`src/rtl/uart_dbtx_pkg.sv`:
```
package uart_dbtx_pkg;

   localparam int DATA_BITS  = 8;
   localparam int SLOT_BITS  = 1;
   localparam int STOP_MAX   = 2;
   localparam int FRAME_BITS = 1 + DATA_BITS + SLOT_BITS + STOP_MAX;
   localparam int POS_W      = $clog2(FRAME_BITS);

   typedef struct packed {
      logic seven;
      logic par_en;
      logic par_odd;
      logic mp_en;
      logic mp_val;
      logic two_stop;
   } tx_fmt_t;

   typedef struct packed {
      logic [FRAME_BITS-1:0] bits;
      logic [POS_W-1:0]      last;
      logic [POS_W-1:0]      stop_at;
   } tx_frame_t;

   // Lay out one frame: bit 0 goes out first.
   function automatic tx_frame_t build_frame(logic [DATA_BITS-1:0] d, tx_fmt_t f);
      tx_frame_t fr;
      int        n;
      int        pos;
      logic      par;
      fr.bits    = '1;
      fr.bits[0] = 1'b0;
      n          = f.seven ? DATA_BITS - 1 : DATA_BITS;
      par        = f.par_odd;
      for (int i = 0; i < DATA_BITS; i++) begin
         if (i < n) begin
            fr.bits[1 + i] = d[i];
            par            = par ^ d[i];
         end
      end
      pos = 1 + n;
      if (f.mp_en) begin
         fr.bits[pos] = f.mp_val;
         pos          = pos + 1;
      end else if (f.par_en) begin
         fr.bits[pos] = par;
         pos          = pos + 1;
      end
      fr.stop_at = POS_W'(pos);
      fr.last    = POS_W'(pos + (f.two_stop ? 1 : 0));
      return fr;
   endfunction

endpackage

```
`src/rtl/uart_dbtx_timer.sv`:
```
module uart_dbtx_timer #(
   parameter int TICKS_PER_BIT = 4
) (
   input  logic clk,
   input  logic rst_n,
   input  logic restart,
   input  logic run,
   input  logic tick,
   output logic bit_done
);

   generate
      if (TICKS_PER_BIT < 1) begin : g_bad_ticks
         $error("uart_dbtx_timer: TICKS_PER_BIT must be at least 1");
      end

      if (TICKS_PER_BIT == 1) begin : g_direct
         logic unused_restart;
         assign unused_restart = restart;
         assign bit_done       = run & tick;
      end else begin : g_count
         localparam int CW = $clog2(TICKS_PER_BIT);
         localparam logic [CW-1:0] TOP = CW'(TICKS_PER_BIT - 1);
         logic [CW-1:0] cnt_q;

         always_ff @(posedge clk or negedge rst_n) begin
            if (!rst_n) begin
               cnt_q <= '0;
            end else if (restart) begin
               cnt_q <= '0;
            end else if (run && tick) begin
               cnt_q <= (cnt_q == TOP) ? '0 : cnt_q + 1'b1;
            end
         end

         assign bit_done = run && tick && (cnt_q == TOP);
      end
   endgenerate

endmodule

```
`src/rtl/uart_dbtx_hold.sv`:
```
module uart_dbtx_hold
   import uart_dbtx_pkg::*;
(
   input  logic                 clk,
   input  logic                 rst_n,
   input  logic                 wr_en,
   input  logic [DATA_BITS-1:0] wr_data,
   input  logic                 take,
   input  logic                 end_set,
   output logic [DATA_BITS-1:0] hold_q,
   output logic                 empty_q,
   output logic                 end_q
);

   always_ff @(posedge clk or negedge rst_n) begin
      if (!rst_n) begin
         hold_q  <= '0;
         empty_q <= 1'b1;
         end_q   <= 1'b1;
      end else begin
         if (wr_en) begin
            hold_q <= wr_data;
         end
         // A write in the same cycle as a transfer leaves fresh data waiting.
         if (wr_en) begin
            empty_q <= 1'b0;
         end else if (take) begin
            empty_q <= 1'b1;
         end
         if (wr_en) begin
            end_q <= 1'b0;
         end else if (end_set) begin
            end_q <= 1'b1;
         end
      end
   end

endmodule

```
`src/rtl/uart_dbtx_ser.sv`:
```
module uart_dbtx_ser
   import uart_dbtx_pkg::*;
(
   input  logic                 clk,
   input  logic                 rst_n,
   input  tx_fmt_t              fmt,
   input  logic [DATA_BITS-1:0] hold_q,
   input  logic                 empty_q,
   input  logic                 bit_done,
   output logic                 take,
   output logic                 end_set,
   output logic                 restart,
   output logic                 busy,
   output logic                 txd
);

   tx_frame_t        frm_q;
   tx_frame_t        pend_q;
   tx_frame_t        fresh;
   logic             pend_v;
   logic [POS_W-1:0] pos_q;
   logic [POS_W-1:0] pos_nx;
   logic             busy_q;
   logic             txd_q;
   logic             at_last;

   assign fresh   = build_frame(hold_q, fmt);
   assign pos_nx  = pos_q + 1'b1;
   assign at_last = (pos_q == frm_q.last);

   always_comb begin
      take    = 1'b0;
      end_set = 1'b0;
      restart = 1'b0;
      if (!busy_q) begin
         if (!empty_q) begin
            take    = 1'b1;
            restart = 1'b1;
         end
      end else if (bit_done && !at_last && (pos_nx == frm_q.stop_at)) begin
         // Decision point: first stop bit is about to begin.
         if (!empty_q) begin
            take = 1'b1;
         end else begin
            end_set = 1'b1;
         end
      end
   end

   always_ff @(posedge clk or negedge rst_n) begin
      if (!rst_n) begin
         frm_q  <= '0;
         pend_q <= '0;
         pend_v <= 1'b0;
         pos_q  <= '0;
         busy_q <= 1'b0;
         txd_q  <= 1'b1;
      end else if (!busy_q) begin
         if (!empty_q) begin
            frm_q  <= fresh;
            pos_q  <= '0;
            busy_q <= 1'b1;
            txd_q  <= 1'b0;
         end
      end else if (bit_done) begin
         if (at_last) begin
            if (pend_v) begin
               frm_q  <= pend_q;
               pend_v <= 1'b0;
               pos_q  <= '0;
               txd_q  <= 1'b0;
            end else begin
               busy_q <= 1'b0;
               txd_q  <= 1'b1;
            end
         end else begin
            pos_q <= pos_nx;
            txd_q <= frm_q.bits[pos_nx];
            if (take) begin
               pend_q <= fresh;
               pend_v <= 1'b1;
            end
         end
      end
   end

   assign busy = busy_q;
   assign txd  = txd_q;

endmodule

```
`src/rtl/uart_dbtx.sv`:
```
module uart_dbtx
   import uart_dbtx_pkg::*;
#(
   parameter int TICKS_PER_BIT = 4
) (
   input  logic       clk,
   input  logic       rst_n,
   input  logic       wr_en,
   input  logic [7:0] wr_data,
   input  logic       tx_int_en,
   input  logic       end_int_en,
   input  logic       fmt_seven,
   input  logic       fmt_par_en,
   input  logic       fmt_par_odd,
   input  logic       fmt_mp_en,
   input  logic       fmt_mp_bit,
   input  logic       fmt_two_stop,
   input  logic       baud_tick,
   output logic       txd,
   output logic       empty_flag,
   output logic       end_flag,
   output logic       irq_empty,
   output logic       irq_end
);

   tx_fmt_t              fmt;
   logic [DATA_BITS-1:0] hold_q;
   logic                 take;
   logic                 end_set;
   logic                 restart;
   logic                 bit_done;
   logic                 ser_busy;

   assign fmt = '{seven: fmt_seven, par_en: fmt_par_en, par_odd: fmt_par_odd,
                  mp_en: fmt_mp_en, mp_val: fmt_mp_bit, two_stop: fmt_two_stop};

   uart_dbtx_hold u_hold (
      .clk     (clk),
      .rst_n   (rst_n),
      .wr_en   (wr_en),
      .wr_data (wr_data),
      .take    (take),
      .end_set (end_set),
      .hold_q  (hold_q),
      .empty_q (empty_flag),
      .end_q   (end_flag)
   );

   uart_dbtx_timer #(.TICKS_PER_BIT(TICKS_PER_BIT)) u_timer (
      .clk      (clk),
      .rst_n    (rst_n),
      .restart  (restart),
      .run      (ser_busy),
      .tick     (baud_tick),
      .bit_done (bit_done)
   );

   uart_dbtx_ser u_ser (
      .clk      (clk),
      .rst_n    (rst_n),
      .fmt      (fmt),
      .hold_q   (hold_q),
      .empty_q  (empty_flag),
      .bit_done (bit_done),
      .take     (take),
      .end_set  (end_set),
      .restart  (restart),
      .busy     (ser_busy),
      .txd      (txd)
   );

   assign irq_empty = empty_flag & tx_int_en;
   assign irq_end   = end_flag & end_int_en;

endmodule

```
`config.mk`:
```
export PLATFORM = sky130hd
export DESIGN_NAME = uart_dbtx
export DESIGN_NICKNAME = d
export VERILOG_FILES = /design/src/rtl/uart_dbtx_pkg.sv /design/src/rtl/uart_dbtx_timer.sv /design/src/rtl/uart_dbtx_hold.sv /design/src/rtl/uart_dbtx_ser.sv /design/src/rtl/uart_dbtx.sv
export SDC_FILE = /design/constraint.sdc
export NUM_CORES = 1
export LEC_CHECK = 0
export BUFFER_PORTS_ARGS = -buffer_cell sky130_fd_sc_hd__buf_4
export CORE_MARGIN = 4
export CORE_UTILIZATION = 25
export CTS_BUF_LIST = sky130_fd_sc_hd__clkbuf_2 sky130_fd_sc_hd__clkbuf_4 sky130_fd_sc_hd__clkbuf_8
export DETAILED_ROUTE_END_ITERATION = 8
export GPL_TIMING_DRIVEN = 1
export PLACE_DENSITY_LB_ADDON = 0.1
export SLEW_MARGIN = 20
export SYNTH_ARGS = -nofsm -noshare
export SYNTH_HDL_FRONTEND = slang
export SYNTH_HIERARCHICAL = 1
export SYNTH_SLANG_ARGS = --single-unit
```
`constraint.sdc`:
```
create_clock -name clk -period 2.5 [get_ports clk]
set_input_delay 0.125 -clock clk [delete_from_list [all_inputs] [get_ports clk]]
set_output_delay 0.125 -clock clk [all_outputs]
set_load 0.005 [all_outputs]
```
==> run summary <==
Outcome -> completed
Remaining DRCs -> 0
Final Setup Violations -> 0
CTS Buf Count -> 5
Fmax -> 443 MHz
Max IR drop VDD -> 226 uV
Sequential Power Share -> 0.482
Postcts setup bufs -> 0
Clk slew on worst S/H paths -> 100 ps
Setup tns final -> 0 ps
Synth top area share -> 0.448
CTS resizes -> 0
Net Sw Frac -> 0.315
Mapped Area -> 2570 um^2
Seq/Total Area, Yosys -> 0.478
Hold path start -> wr_data[5]
Netlist cell types -> 39
Initial drt markers -> 53
CTS hold repair buffers -> 1
Remaining Overflow, GRT -> 0
Max clock buf depth -> 2
Ys async rst share -> 1.00
P_leak -> 1.39 nW
Synth Area in Compound Gates -> 0.0900
Die Y -> 109 um
Die area -> 12000 um^2
Largest net degree at the start of global routing -> 50
ANT nets after route -> 0
Post-Layout Cell Count -> 385
Placed Cells -> 376
All-Layer GR Usage -> 0.0964
CTS H-Tree Depth -> 2
Worst hold path class -> in2reg
Vias -> 1636
CP Data Arrival Time -> 2450 ps
Drt wl/cell -> 13.8 um
DR pass1 iterations -> 4
Fin. Hold Viols -> 0
Worst R2R Path Depth -> 8
Largest family of logic cells by synthesized area -> multiplexers
HPWL Detailed -> 3770 um
Max Slew Vio Count -> 0
Initial antenna violation count -> 0
Post-synth EDFFs -> 0
Gate Count Post-Synth -> 221
Crit path launch type -> flip-flop
Starting density of the core -> 0.259
Multiplexer area fraction after synthesis -> 0.203
P&R area growth vs syn -> 16.9%
Crit Path Max Fanout -> 12
Leading post-synthesis cells by cell area -> dfrtp_1 (45%), mux2_4 (9.3%), mux2i_1 (6.6%)
Power share of the combinational group -> 0.275
P_int -> 0.00136 W
# rows -> 36
Commonest non-fill, non-tap cell in the layout -> dfrtp_1
Xor/xnor share of the synthesized area -> 0.0545
Root buffer cell -> clkbuf_8
Tcrit/Tclk final -> 0.903
IO Port Bufs -> 24
Most frequent cells in the layout -> dfrtp_1 (46), buf_4 (30), nand2_1 (24)
P per Cell Area -> 659 nW/um^2
Routability cong. -> 0.710
CTS tree -> yes
First-pass GRT wire length -> 8850 um
Final min period -> 2260 ps
R2R setup slack -> 240 ps
Worst Max-Slew Pin Slew -> 656 ps
Ys Warns -> 6
Clock network power share -> 0.243
Slew headroom -> 0.563
Syn nets -> 246
Kind of critical path -> reg2reg
Drt total wl -> 5330 um
DIE WIDTH -> 109 um
Worst path required time -> 2690 ps
Post-Synth Adder-Cell Area -> 0.0243
Hold worst-path end -> u_hold/hold_q[5]
Dominant synthesized flop cell -> dfrtp_1
Hold Crit Depth -> 2
Synthesized area per cell -> 11.6 um^2
Via density -> 4.25
I/O pin count -> 25
Worst r2r dst -> u_ser/pend_q[1]
Share of cells above drive strength 1 -> 0.306
Synth Area in Simple Gates -> 0.112
Core area -> 9910 um^2
#FFs+latches synth -> 49
CP Capture Type -> flip-flop
Sw Pwr -> 0.000625 W
Max Cap Viol -> 0
Clk_lat worst skew -> 310 ps
TritonCTS Sinks -> 49
Diodes inserted -> 0
Cell accounting for the most synthesized area -> dfrtp_1
Nets -> 276
Unrepaired setup endpoints after global routing -> no
FF-to-FF Start -> u_ser/pos_q[1]
Vias in the first global route -> 1653
Clock Skews -> 9.78 ps
==> sequential cells by signal, indices dropped and copies added (netlist names), 2 cells and up <==
signal and cells:
u_timer/g_count.cnt_q 2, u_hold/hold_q 8, u_ser/pos_q 4, u_ser/pend_q 15, u_ser/frm_q 15
==> kinds of logic after synthesis <==
logic type,count (synthesis)
flops,49
xor+xnor,16
compound gates,38
buf+inv,14
mux,42
simple gates,57
fa+ha+maj,5
==> per-stage QoR <==
step / instance area, um^2 / power, W / util / hold WS [ps] / setup slack (ps)
6_report: 3010 / 0.00198 / 0.303 / 38.6 / 243
3_3_place_gp: 2910 / 0.00154 / 0.293 / 220 / 259
4_1_cts: 3010 / 0.00203 / 0.303 / 24.1 / 216
5_1_grt: 3010 / 0.00213 / 0.303 / 10.2 / 23.4
2_1_floorplan: 2570 / 0.00137 / - / -171 / 289
3_5_place_dp: 2910 / 0.00154 / 0.293 / 211 / 240
==> worst max-delay path by stage <==
| stage | from | endpoint | slack, ps | depth (start not counted) |
|---|---|---|---|---|
| final | u_ser/pos_q[1] | u_ser/pend_q[1] | 240 | 8 |
| after global routing | u_ser/pos_q[1] | u_ser/pend_q[4] | 20 | 8 |
| after CTS | u_ser/pos_q[1] | u_ser/pend_q[4] | 220 | 8 |
| after detailed placement | u_ser/pos_q[1] | u_ser/pend_q[4] | 240 | 8 |
| after global placement | u_ser/pos_q[1] | u_ser/pend_q[4] | 260 | 8 |
| after floorplan | u_ser/pos_q[1] | u_ser/pend_q[10] | 290 | 8 |
==> area by class of cell <==
type | count | area [um^2]
clock buffers | 5 | 68.8
flip-flops and latches | 49 | 1230
fillers | 1060 | 6900
multi-input cells | 158 | 1240
clock inverters | 3 | 22.5
inverters | 5 | 18.8
repair buffers | 32 | 255
well taps | 133 | 166
==> power groups by stage <==
| stage | Clock, W | Combinational (W) | Sequential, W |
|---|---|---|---|
| 3_5_place_dp | 0 | 0.000559 | 0.000976 |
| 4_1_cts | 0.000512 | 0.000563 | 0.000960 |
| 5_1_grt | 0.000549 | 0.000611 | 0.000974 |
| 6_report | 0.000481 | 0.000545 | 0.000956 |
| 3_3_place_gp | 0 | 0.000563 | 0.000976 |
| 2_1_floorplan | 0 | 0.000415 | 0.000959 |
==> critical path: stages, from the launching register on <==
cell and delay, ps:
dfrtp_1 430, ha_1 320, xnor2_1 150, nand2_1 70, nor4_1 360, nand3_2 170
nor2_4 150, buf_12 160, mux2_2 330
==> Yosys cell counts (2+ instances only) <==
master    instances
xor2_1            5
nand3_1           5
buf_6             4
mux2_2            8
mux2i_1          17
or2_2             2
clkbuf_1          2
dfstp_2           3
o21ai_1          10
nor3_1            2
buf_2             2
mux2_4           16
o21ba_2           2
nand2b_1          4
nor2_1            8
ha_1              5
a21bo_1           2
dfrtp_1          46
inv_1             5
and2_1            3
xnor2_1          11
a21oi_1           7
nand2_1          24
o21ai_0          13
==> layer usage <==
| layer | vias to the layer above | GRT usage | part of all wire |
|---|---|---|---|
| li1 | 824 | - | - |
| met1 | 794 | 0.140 | 0.51 |
| met2 | 14 | 0.144 | 0.45 |
| met3 | 4 | 0.0194 | 0.024 |
| met4 | 0 | 0.0294 | 0.0090 |
| met5 | - | 0 | 0 |
Power figures use the tool's default switching activity.
